**src/rtl/rng_irq_pkg.sv**
```systemverilog
// Shared constants for the interrupt aggregator: register offsets,
// event indices and bit positions that software decodes.
package rng_irq_pkg;
    localparam int NUM_EV   = 3;   // events of the first stage
    localparam int NUM_PEND = 2;   // pending bits of the second stage
    localparam int CLR_OFS  = 3;   // clear bits sit above the enables

    localparam int EV_DONE = 0;
    localparam int EV_TEST = 1;
    localparam int EV_CERT = 2;

    localparam int P_CORE = 0;
    localparam int P_SLV  = 1;

    localparam logic [7:0] A_EVT_CTRL = 8'h00;
    localparam logic [7:0] A_EVT_STAT = 8'h04;
    localparam logic [7:0] A_PEND     = 8'h10;
    localparam logic [7:0] A_MASK     = 8'h14;
    localparam logic [7:0] A_UNMASK   = 8'h18;
    localparam logic [7:0] A_SETMASK  = 8'h1C;
endpackage

```
**src/rtl/rng_evt_stage.sv**
```systemverilog
// First stage: sticky event flags, per-event enables and the core bit.
// Assumes event pulses are one cycle wide. Fault events need src_en;
// done does not. An event beats a clear of the same flag in one cycle.
module rng_evt_stage
    import rng_irq_pkg::*;
(
    input  logic                  clk,
    input  logic                  rst_n,
    input  logic                  ctrl_wr,
    input  logic [2*NUM_EV-1:0]   ctrl_data,
    input  logic                  src_en,
    input  logic [NUM_EV-1:0]     ev_pulse,
    output logic [NUM_EV-1:0]     en_q,
    output logic [NUM_EV-1:0]     flag_q,
    output logic                  core_nxt,
    output logic                  refresh
);
    logic [NUM_EV-1:0] accepted;
    logic [NUM_EV-1:0] flag_nxt;
    logic [NUM_EV-1:0] en_nxt;

    // Per event: gate by source state, then merge set and clear.
    for (genvar i = 0; i < NUM_EV; i++) begin : g_ev
        if (i == EV_DONE) begin : g_ungated
            assign accepted[i] = ev_pulse[i];
        end else begin : g_gated
            assign accepted[i] = ev_pulse[i] & src_en;
        end
        assign flag_nxt[i] = accepted[i] |
                             (flag_q[i] & ~(ctrl_wr & ctrl_data[CLR_OFS+i]));
    end

    // Next enables and the recomputed core bit from next-state values.
    always_comb begin
        en_nxt   = ctrl_wr ? ctrl_data[NUM_EV-1:0] : en_q;
        core_nxt = |(flag_nxt & en_nxt);
        refresh  = ctrl_wr | (|accepted);
    end

    // State update for flags and enables.
    always_ff @(posedge clk) begin
        if (!rst_n) begin
            en_q   <= '0;
            flag_q <= '0;
        end else begin
            en_q   <= en_nxt;
            flag_q <= flag_nxt;
        end
    end

    p_fault_gate_r3: assert property (@(posedge clk) disable iff (!rst_n)
        (!src_en && !ctrl_wr) |=> (flag_q[EV_CERT:EV_TEST] == $past(flag_q[EV_CERT:EV_TEST])));
    p_done_sets_r3: assert property (@(posedge clk) disable iff (!rst_n)
        ev_pulse[EV_DONE] |=> flag_q[EV_DONE]);
    p_clear_flag_r2: assert property (@(posedge clk) disable iff (!rst_n)
        (ctrl_wr && ctrl_data[CLR_OFS+EV_DONE] && !ev_pulse[EV_DONE]) |=> !flag_q[EV_DONE]);
endmodule

```
**src/rtl/rng_pend_stage.sv**
```systemverilog
// Second stage: pending bits (write-one-to-clear), mask changed only
// through unmask and mask-set strobes, registered irq.
// Assumes at most one register write per cycle.
module rng_pend_stage
    import rng_irq_pkg::*;
(
    input  logic                  clk,
    input  logic                  rst_n,
    input  logic                  refresh,
    input  logic                  core_nxt,
    input  logic                  slv_pulse,
    input  logic                  pend_wr,
    input  logic                  unmask_wr,
    input  logic                  setmask_wr,
    input  logic [NUM_PEND-1:0]   wdata,
    output logic [NUM_PEND-1:0]   pend_q,
    output logic [NUM_PEND-1:0]   mask_q,
    output logic                  irq
);
    logic [NUM_PEND-1:0] clr;
    logic [NUM_PEND-1:0] pend_nxt;
    logic [NUM_PEND-1:0] mask_nxt;

    // Next pending and mask values.
    always_comb begin
        clr              = pend_wr ? wdata : '0;
        pend_nxt[P_CORE] = refresh ? core_nxt : (pend_q[P_CORE] & ~clr[P_CORE]);
        pend_nxt[P_SLV]  = slv_pulse | (pend_q[P_SLV] & ~clr[P_SLV]);
        if (unmask_wr)       mask_nxt = mask_q & ~wdata;
        else if (setmask_wr) mask_nxt = mask_q | wdata;
        else                 mask_nxt = mask_q;
    end

    // Registers and the irq flop, fed from next-state values.
    always_ff @(posedge clk) begin
        if (!rst_n) begin
            pend_q <= '0;
            mask_q <= '1;
            irq    <= 1'b0;
        end else begin
            pend_q <= pend_nxt;
            mask_q <= mask_nxt;
            irq    <= |(pend_nxt & ~mask_nxt);
        end
    end

    p_slv_set_r5: assert property (@(posedge clk) disable iff (!rst_n)
        slv_pulse |=> pend_q[P_SLV]);
    p_unmask_r7: assert property (@(posedge clk) disable iff (!rst_n)
        unmask_wr |=> ((mask_q & $past(wdata)) == '0));
    p_setmask_r7: assert property (@(posedge clk) disable iff (!rst_n)
        setmask_wr |=> ((mask_q & $past(wdata)) == $past(wdata)));
    p_mask_hold_r6: assert property (@(posedge clk) disable iff (!rst_n)
        (!unmask_wr && !setmask_wr) |=> $stable(mask_q));
    p_irq_level_r8: assert property (@(posedge clk) disable iff (!rst_n)
        irq == |(pend_q & ~mask_q));
endmodule

```
**src/rtl/rng_irq_hub.sv**
```systemverilog
// Top: register decode, read mux and the two aggregation stages.
// Assumes word-aligned byte addresses; unmapped reads return zero.
module rng_irq_hub
    import rng_irq_pkg::*;
#(
    parameter int DATA_W = 32,
    parameter int ADDR_W = 8
) (
    input  logic              clk,
    input  logic              rst_n,
    input  logic              wr_en,
    input  logic [ADDR_W-1:0] wr_addr,
    input  logic [DATA_W-1:0] wr_data,
    input  logic [ADDR_W-1:0] rd_addr,
    output logic [DATA_W-1:0] rd_data,
    input  logic              src_enable,
    input  logic              ev_done,
    input  logic              ev_test_fault,
    input  logic              ev_cert_fault,
    input  logic              ev_slv_err,
    output logic              irq
);
    logic [NUM_EV-1:0]   ev_pulse;
    logic [NUM_EV-1:0]   en_q;
    logic [NUM_EV-1:0]   flag_q;
    logic [NUM_PEND-1:0] pend_q;
    logic [NUM_PEND-1:0] mask_q;
    logic                core_nxt;
    logic                refresh;
    logic                ctrl_wr, pend_wr, unmask_wr, setmask_wr;
    logic                unused_wr_hi;

    // Write address decode and event bundling.
    always_comb begin
        ctrl_wr    = wr_en && (wr_addr == ADDR_W'(A_EVT_CTRL));
        pend_wr    = wr_en && (wr_addr == ADDR_W'(A_PEND));
        unmask_wr  = wr_en && (wr_addr == ADDR_W'(A_UNMASK));
        setmask_wr = wr_en && (wr_addr == ADDR_W'(A_SETMASK));
        ev_pulse           = '0;
        ev_pulse[EV_DONE]  = ev_done;
        ev_pulse[EV_TEST]  = ev_test_fault;
        ev_pulse[EV_CERT]  = ev_cert_fault;
    end
    assign unused_wr_hi = ^wr_data[DATA_W-1:2*NUM_EV];

    rng_evt_stage u_evt (
        .clk       (clk),
        .rst_n     (rst_n),
        .ctrl_wr   (ctrl_wr),
        .ctrl_data (wr_data[2*NUM_EV-1:0]),
        .src_en    (src_enable),
        .ev_pulse  (ev_pulse),
        .en_q      (en_q),
        .flag_q    (flag_q),
        .core_nxt  (core_nxt),
        .refresh   (refresh)
    );

    rng_pend_stage u_pend (
        .clk        (clk),
        .rst_n      (rst_n),
        .refresh    (refresh),
        .core_nxt   (core_nxt),
        .slv_pulse  (ev_slv_err),
        .pend_wr    (pend_wr),
        .unmask_wr  (unmask_wr),
        .setmask_wr (setmask_wr),
        .wdata      (wr_data[NUM_PEND-1:0]),
        .pend_q     (pend_q),
        .mask_q     (mask_q),
        .irq        (irq)
    );

    // Read mux; strobes and clear bits read as zero.
    always_comb begin
        rd_data = '0;
        if (rd_addr == ADDR_W'(A_EVT_CTRL))      rd_data[NUM_EV-1:0]   = en_q;
        else if (rd_addr == ADDR_W'(A_EVT_STAT)) rd_data[NUM_EV-1:0]   = flag_q;
        else if (rd_addr == ADDR_W'(A_PEND))     rd_data[NUM_PEND-1:0] = pend_q;
        else if (rd_addr == ADDR_W'(A_MASK))     rd_data[NUM_PEND-1:0] = mask_q;
    end

    p_core_track_r4: assert property (@(posedge clk) disable iff (!rst_n)
        refresh |=> (pend_q[P_CORE] == |(flag_q & en_q)));
endmodule

```
**config.mk**
```make
export PLATFORM = sky130hd
export DESIGN_NAME = rng_irq_hub
export DESIGN_NICKNAME = d
export VERILOG_FILES = /design/src/rtl/rng_irq_pkg.sv /design/src/rtl/rng_evt_stage.sv /design/src/rtl/rng_pend_stage.sv /design/src/rtl/rng_irq_hub.sv
export SDC_FILE = /design/constraint.sdc
export NUM_CORES = 1
export LEC_CHECK = 0
export ABC_AREA = 0
export BUFFER_PORTS_ARGS = -buffer_cell sky130_fd_sc_hd__buf_2
export CAP_MARGIN = 10
export CORE_MARGIN = 5
export CORE_UTILIZATION = 39
export CTS_BUF_LIST = sky130_fd_sc_hd__clkbuf_2 sky130_fd_sc_hd__clkbuf_4 sky130_fd_sc_hd__clkbuf_8
export DETAILED_ROUTE_END_ITERATION = 12
export HOLD_SLACK_MARGIN = 0.15
export PLACE_DENSITY = 0.93
export SYNTH_ARGS = -nofsm -noshare
export SYNTH_HDL_FRONTEND = slang
export SYNTH_HIERARCHICAL = 1
export SYNTH_SLANG_ARGS = --single-unit
```
**constraint.sdc**
```tcl
create_clock -name clk -period 4 [get_ports clk]
set_input_delay 0.8 -clock clk [delete_from_list [all_inputs] [get_ports clk]]
set_output_delay 0.8 -clock clk [all_outputs]
set_load 0.02 [all_outputs]
```
==> results of run 1 <==
[stage by stage]
step | setup WS, ns | power, mW
final | 1.29 | 0.256
after floorplan | 1.26 | 0.176
after CTS | 1.27 | 0.258
after detailed placement | 1.27 | 0.175
after global routing | 1.17 | 0.273
after global placement | 1.28 | 0.173
[cell type report]
class                           instances  share of cell area (%)
Tap cell                               28                    3.56
Clock buffer                            4                    3.05
Timing Repair Buffer                   34                    17.6
Multi-Input combinational cell         89                    52.7
Inverter                                2                   0.763
Sequential cell                        11                    22.4
[how the worst max path moves through the flow]
stage	start	to
2_1_floorplan	rd_addr[1]	rd_data[2]
3_3_place_gp	rd_addr[1]	rd_data[0]
3_5_place_dp	rd_addr[1]	rd_data[0]
4_1_cts	rd_addr[1]	rd_data[0]
5_1_grt	rd_addr[1]	rd_data[0]
6_report	rd_addr[1]	rd_data[0]
[cells in the final DEF (no fill, tap or decap)]
master,netlist,routed
o21a_1,3,3
and3b_1,2,2
nand2b_1,3,3
o21ai_0,1,1
inv_1,2,2
nand3b_1,1,1
nor3_1,2,2
nor2_1,6,6
nand3_1,1,1
clkbuf_4,0,4
nor2b_1,5,5
a21boi_1,2,2
and2_1,2,2
a21boi_0,1,1
buf_2,1,33
conb_1,1,29
nor4b_1,4,4
a21oi_2,1,1
nor4_1,4,4
a22oi_1,1,1
dfxtp_1,11,11
nand2_1,4,4
mux2_4,1,1
o21ai_1,1,1
buf_4,29,1
o21ai_2,1,1
o32ai_2,1,1
mux2i_1,3,3
a31oi_1,1,1
a21oi_1,7,7
o221ai_2,1,1
or3_4,1,1
[metal layers]
layer	track usage, %	vias up
met5	0	-
met4	3.97	0
met3	3.85	4
met2	18.5	54
met1	12.2	343
li1	-	379
[kinds of logic (layout without fill, tap and decap cells)]
kind of cell | after synthesis | count (layout) | synth area share, %
AOI/OAI and AO/OA | 21 | 21 | 17.5
buffers and inverters | 33 | 40 | 27.6
DFF | 11 | 11 | 25.2
muxes | 4 | 4 | 5.15
other | 1 | 29 | 0.429
and+or+nand+nor | 35 | 35 | 24.2
[state kept, by name, indices dropped and copies added (netlist names)]
signal	flops
u_pend/irq	1
u_evt/flag_q	3
u_pend/pend_q	2
u_pend/mask_q	2
u_evt/en_q	3
[worst max-delay path, delay by kind of cell]
| kind | cells | cell delay, ns |
|---|---|---|
| AOI/OAI and AO/OA | 1 | 0.16 |
| buffers and inverters | 2 | 0.25 |
| and+or+nand+nor | 2 | 0.70 |
[where the power goes]
group | switching [mW] | internal [mW]
combinational | 0.0414 | 0.0174
sequential | 0.00193 | 0.112
clock | 0.0376 | 0.0454
total | 0.0809 | 0.175
==> impl_metrics.py, run 1 <==
metrics = {
    "outcome": {
        "status": "completed",
    },
    "global_route": {
        "grt_max_degree": 11,
        "grt-ovfl-total": 0,
        "grt_pass1_vias": 644,
        "grt_first_pass_wirelength_mm": 2.83,
        "antenna_found_initial": 0,
        "grt.total_usage_pct": 10.8,
    },
    "synth": {
        "synth_cell_types": 32,
        "synthFlopType": "dfxtp_1",
        "synth_edf_count": 0,
        "synth_commonest_cells": "buf_4, dfxtp_1, a21oi_1",
        "synthTopCellsByArea": "dfxtp_1, buf_4, a21oi_1",
        "synth-seq-cells": 11,
        "synth_top_area_share_pct": 25.2,
        "synth_seq_area_share_pct": 25.2,
        "yosysMostFrequentCell": "buf_4",
        "syn_area_per_cell_sq_um": 8.33,
        "ys.warnings.count": 6,
        "netlist_area_sq_um": 875,
        "yosysTopAreaCell": "dfxtp_1",
        "synthArstFlopShare_pct": 0,
        "synthCells": 105,
    },
    "clock_network": {
        "clkSinkCount": 11,
        "cts.path.max_buffers": 2,
        "cts_setup_buffers": 0,
        "cts_tree": "done",
        "clkSlewWorstSetupHoldPaths_ns": 0.07,
        "numCtsBuffers": 3,
        "root_buffer": "clkbuf_4",
        "worstSkewPairLatency_ns": 0.27,
        "cts_hold_buffers": 0,
        "cts-resized-gates": 0,
        "h-tree-depth": 1,
    },
    "worst_setup_path": {
        "crit_path_top_delay_cell": "or3_4",
        "worst-setup-path-type": "primary input to primary output",
        "worst_path_largest_cell_delay_ns": 0.41,
        "startpoint_type": "primary input",
        "reg2reg_from": "u_evt/en_q[1]",
        "r2r-end": "u_pend/irq",
        "reg2reg_depth": 5,
        "critPathRequiredTime_ns": 3.20,
        "regToRegSetupSlack_ns": 2.77,
        "end_kind": "primary output",
        "worstPathMaxFanout": 5,
        "cp_cell_sequence": "buf_2, or3_4, nor4b_1, o21a_1, buf_2",
        "cp_common_cell": "buf_2",
        "worstPathArrival_ns": 1.91,
    },
    "cells_and_area": {
        "instances_no_fill": 168,
        "fillers": 223,
        "drive_gt1_share_pct": 31.4,
        "layout.nets": 197,
        "regArea_sq_um": 220,
        "multi_input_area_sq_um": 518,
        "stdcell_area_sq_um": 983,
        "syn2layout_area_growth_pct": 12.4,
        "antenna_cells": 0,
        "utilization_pct": 45.3,
    },
    "detailed_routing": {
        "drc_errors": 0,
        "first_iter_violations": 11,
        "vias_per_cell": 4.64,
        "num_vias": 780,
        "postRouteWirelength_mm": 1.87,
        "post_drt_wl_per_cell_um": 11.1,
        "dr.max_layer_used": "met4",
        "wl_met1_um": 672,
        "routed-wl-met2_um": 895,
        "drtPass1Iterations": 4,
        "dr_wl_met3_um": 281,
        "ant_nets": 0,
    },
    "floorplan": {
        "fp.coreArea_sq_um": 2170,
        "dieArea_sq_um": 3290,
        "start_util_pct": 40.3,
        "die_h_um": 57.4,
        "die_w_um": 57.4,
        "placementRows": 17,
        "ios": 89,
    },
    "power": {
        "p_per_area_nw_per_um2": 260,
        "peakVddDrop_mv": 0.198,
        "cellLeakagePower_nw": 0.478,
    },
    "hold_path": {
        "whs_path_depth": 2,
        "holdPathEnd": "u_evt/flag_q[0]",
        "worstHoldStart": "u_evt/flag_q[0]",
        "hold_path.class": "flip-flop to flip-flop",
    },
    "placed_design": {
        "place_inst": 164,
        "dp_hpwl_mm": 1.59,
        "place_area_sq_um": 953,
        "io_buffers": 33,
        "gp_congestion": 0.840,
    },
    "sta": {
        "min_period_ns": 2.71,
        "whs_ns": 0.546,
        "post-route-period-util_pct": 67.9,
        "slew_viol_final": 0,
        "rsz0062_at_grt": "false",
        "fmax_mhz": 368,
        "fin_setup_tns_ns": 0,
        "setup_violations": 0,
        "fin_skew_ns": 0.00458,
        "hold_viol_final": 0,
    },
    "job": {
        "max_cap_violations": 0,
    },
}
Note: power is estimated with default switching activity, not from simulation.
==> run 2, diff against run 1 <==
--- a/config.mk
+++ b/config.mk
@@ -9,11 +9,11 @@
 export BUFFER_PORTS_ARGS = -buffer_cell sky130_fd_sc_hd__buf_2
 export CAP_MARGIN = 10
 export CORE_MARGIN = 5
-export CORE_UTILIZATION = 39
+export CORE_UTILIZATION = 33
 export CTS_BUF_LIST = sky130_fd_sc_hd__clkbuf_2 sky130_fd_sc_hd__clkbuf_4 sky130_fd_sc_hd__clkbuf_8
 export DETAILED_ROUTE_END_ITERATION = 12
 export HOLD_SLACK_MARGIN = 0.15
-export PLACE_DENSITY = 0.93
+export PLACE_DENSITY = 0.85
 export SYNTH_ARGS = -nofsm -noshare
 export SYNTH_HDL_FRONTEND = slang
 export SYNTH_HIERARCHICAL = 1
==> constraint.sdc (replaced) <==
create_clock -name clk -period 2.2 [get_ports clk]
set_input_delay 0.44 -clock clk [delete_from_list [all_inputs] [get_ports clk]]
set_output_delay 0.44 -clock clk [all_outputs]
set_load 0.02 [all_outputs]
==> run 2 against run 1 <==
  * Register-to-register slack got worse by 1.8 ns
  * Cell area rose by 1.8%
  * Count of clock-buffer cells in the layout did not move
  * Die area rose by 15%
  * Cell count rose by 2.4%
  * Combinational power rose by 82%
  * Sequential cell count did not move
  * Total power rose by 82%
  * Non-clock buffer count rose by 2
  * Core utilization fell by 5.3 points
  * Critical path depth rose by 5
  * Largest power group unchanged
==> impl_metrics.py, run 2 (synthesis results as in run 1) <==
metrics = {
    "outcome": {
        "status": "completed",
    },
    "cells_and_area": {
        "reg_top3": "u_evt/en_q: 3 flops, u_evt/flag_q: 3 flops",
        "final_common_cell": "buf_2",
        "instances_no_fill": 172,
        "layout_common_cells": "buf_2, conb_1, dfxtp_1, a21oi_1, nor2_1",
        "antenna_cells": 0,
        "layout.nets": 199,
        "syn2layout_area_growth_pct": 14.4,
        "fillers": 274,
        "drive_gt1_share_pct": 32.4,
    },
    "worst_setup_path": {
        "worstPathMaxFanout": 7,
        "startpoint_type": "primary input",
        "worst-setup-path-type": "primary input to flip-flop",
        "r2r-end": "u_pend/irq",
        "regToRegSetupSlack_ns": 1.00,
        "reg2reg_depth": 5,
        "reg2reg_from": "u_evt/en_q[1]",
        "end_kind": "flip-flop",
        "worstPathArrival_ns": 2.21,
        "critPathRequiredTime_ns": 2.35,
    },
    "power": {
        "finalPower_uw": 465,
        "cellLeakagePower_nw": 0.488,
        "p_per_area_nw_per_um2": 464,
        "peakVddDrop_mv": 0.323,
    },
    "placed_design": {
        "dp_slack_ns": -0.153,
        "place_inst": 168,
        "dp_hpwl_mm": 1.66,
        "gp_congestion": 0.750,
        "io_buffers": 33,
    },
    "detailed_routing": {
        "postRouteWirelength_mm": 1.93,
        "first_iter_violations": 20,
        "ant_nets": 0,
        "drtPass1Iterations": 4,
        "num_vias": 773,
        "post_drt_wl_per_cell_um": 11.2,
        "vias_per_cell": 4.49,
        "drc_errors": 0,
    },
    "sta": {
        "rsz0062_at_grt": "false",
        "fmax_mhz": 485,
        "hold_viol_final": 0,
        "post-route-period-util_pct": 93.7,
        "min_period_ns": 2.06,
        "whs_ns": 0.409,
        "fin_setup_tns_ns": 0,
        "setup_violations": 0,
        "fin_skew_ns": 0.00178,
        "slew_viol_final": 0,
        "setup_slack_ns": 0.139,
    },
    "job": {
        "max_cap_violations": 0,
    },
    "global_route": {
        "grt_use_met1_pct": 11.1,
        "grt_pass1_vias": 671,
        "antenna_found_initial": 0,
        "gr-usage-met2_pct": 16.0,
        "grt_first_pass_wirelength_mm": 2.70,
        "grt_util_met3_pct": 2.73,
        "busiest_layer": "met2",
        "grt-ovfl-total": 0,
        "grt_max_degree": 11,
        "grt.total_usage_pct": 9.68,
    },
    "clock_network": {
        "cts.path.max_buffers": 2,
        "numCtsBuffers": 3,
        "worstSkewPairLatency_ns": 0.26,
        "h-tree-depth": 1,
        "root_buffer": "clkbuf_4",
        "cts_hold_buffers": 0,
        "clkSlewWorstSetupHoldPaths_ns": 0.07,
        "cts_tree": "done",
        "clkSinkCount": 11,
        "cts-resized-gates": 0,
        "cts_setup_buffers": 0,
    },
    "floorplan": {
        "die_h_um": 61.5,
        "ios": 89,
        "placementRows": 18,
        "die_w_um": 61.5,
        "start_util_pct": 35.0,
        "fp.coreArea_sq_um": 2500,
        "dieArea_sq_um": 3780,
    },
    "hold_path": {
        "whs_path_depth": 3,
        "hold_path.class": "primary input to flip-flop",
        "worstHoldStart": "ev_slv_err",
        "holdPathEnd": "u_pend/pend_q[1]",
    },
}
run 2: per-stage QoR:
step | cell area, sq um | util [%]
global placement | 971 | 38.8
global route | 1000 | 40.0
detailed placement | 971 | 38.8
CTS | 1000 | 40.0
finish | 1000 | 40.0
floorplan | 980 | -
run 2: final cells by class:
cell class / instances / area [sq um] / share of cell area [%]
multi-input combinational: 89 / 518 / 51.8
tap: 30 / 37.5 / 3.75
clock buffer: 4 / 30.0 / 3.00
timing repair buffer: 36 / 188 / 18.8
inverter: 2 / 7.51 / 0.750
sequential: 11 / 220 / 22.0
run 2: worst max-delay path by stage:
stage                     from    endpoint  slack (ns)
global placement    wr_addr[1]  u_pend/irq       -0.08
global route        wr_addr[1]  u_pend/irq       0.009
floorplan           wr_addr[1]  u_pend/irq        0.08
finish              wr_addr[1]  u_pend/irq        0.14
detailed placement  wr_addr[1]  u_pend/irq       -0.15
CTS                 wr_addr[1]  u_pend/irq        0.13
run 2: routing by layer:
metal | wire length, um | part of all wire (%)
met1 | 753 | 39
met2 | 884 | 46
met3 | 287 | 15
met4 | 9 | 0.47
met5 | 0 | 0
run 2: worst max-delay path: stages:
cell and delay [ns]:
buf_2 0.10, nor4_1 0.31, nand3b_1 0.15, nor4_1 0.21, buf_4 0.21, mux2_4 0.32, o21ai_2 0.06, o221ai_2 0.09
mux2i_1 0.22, o32ai_2 0.10
run 2: power by group:
group	switching (mW)	internal, mW
sequential	0.00391	0.204
combinational	0.0748	0.0319
clock	0.0675	0.0825
total	0.146	0.319
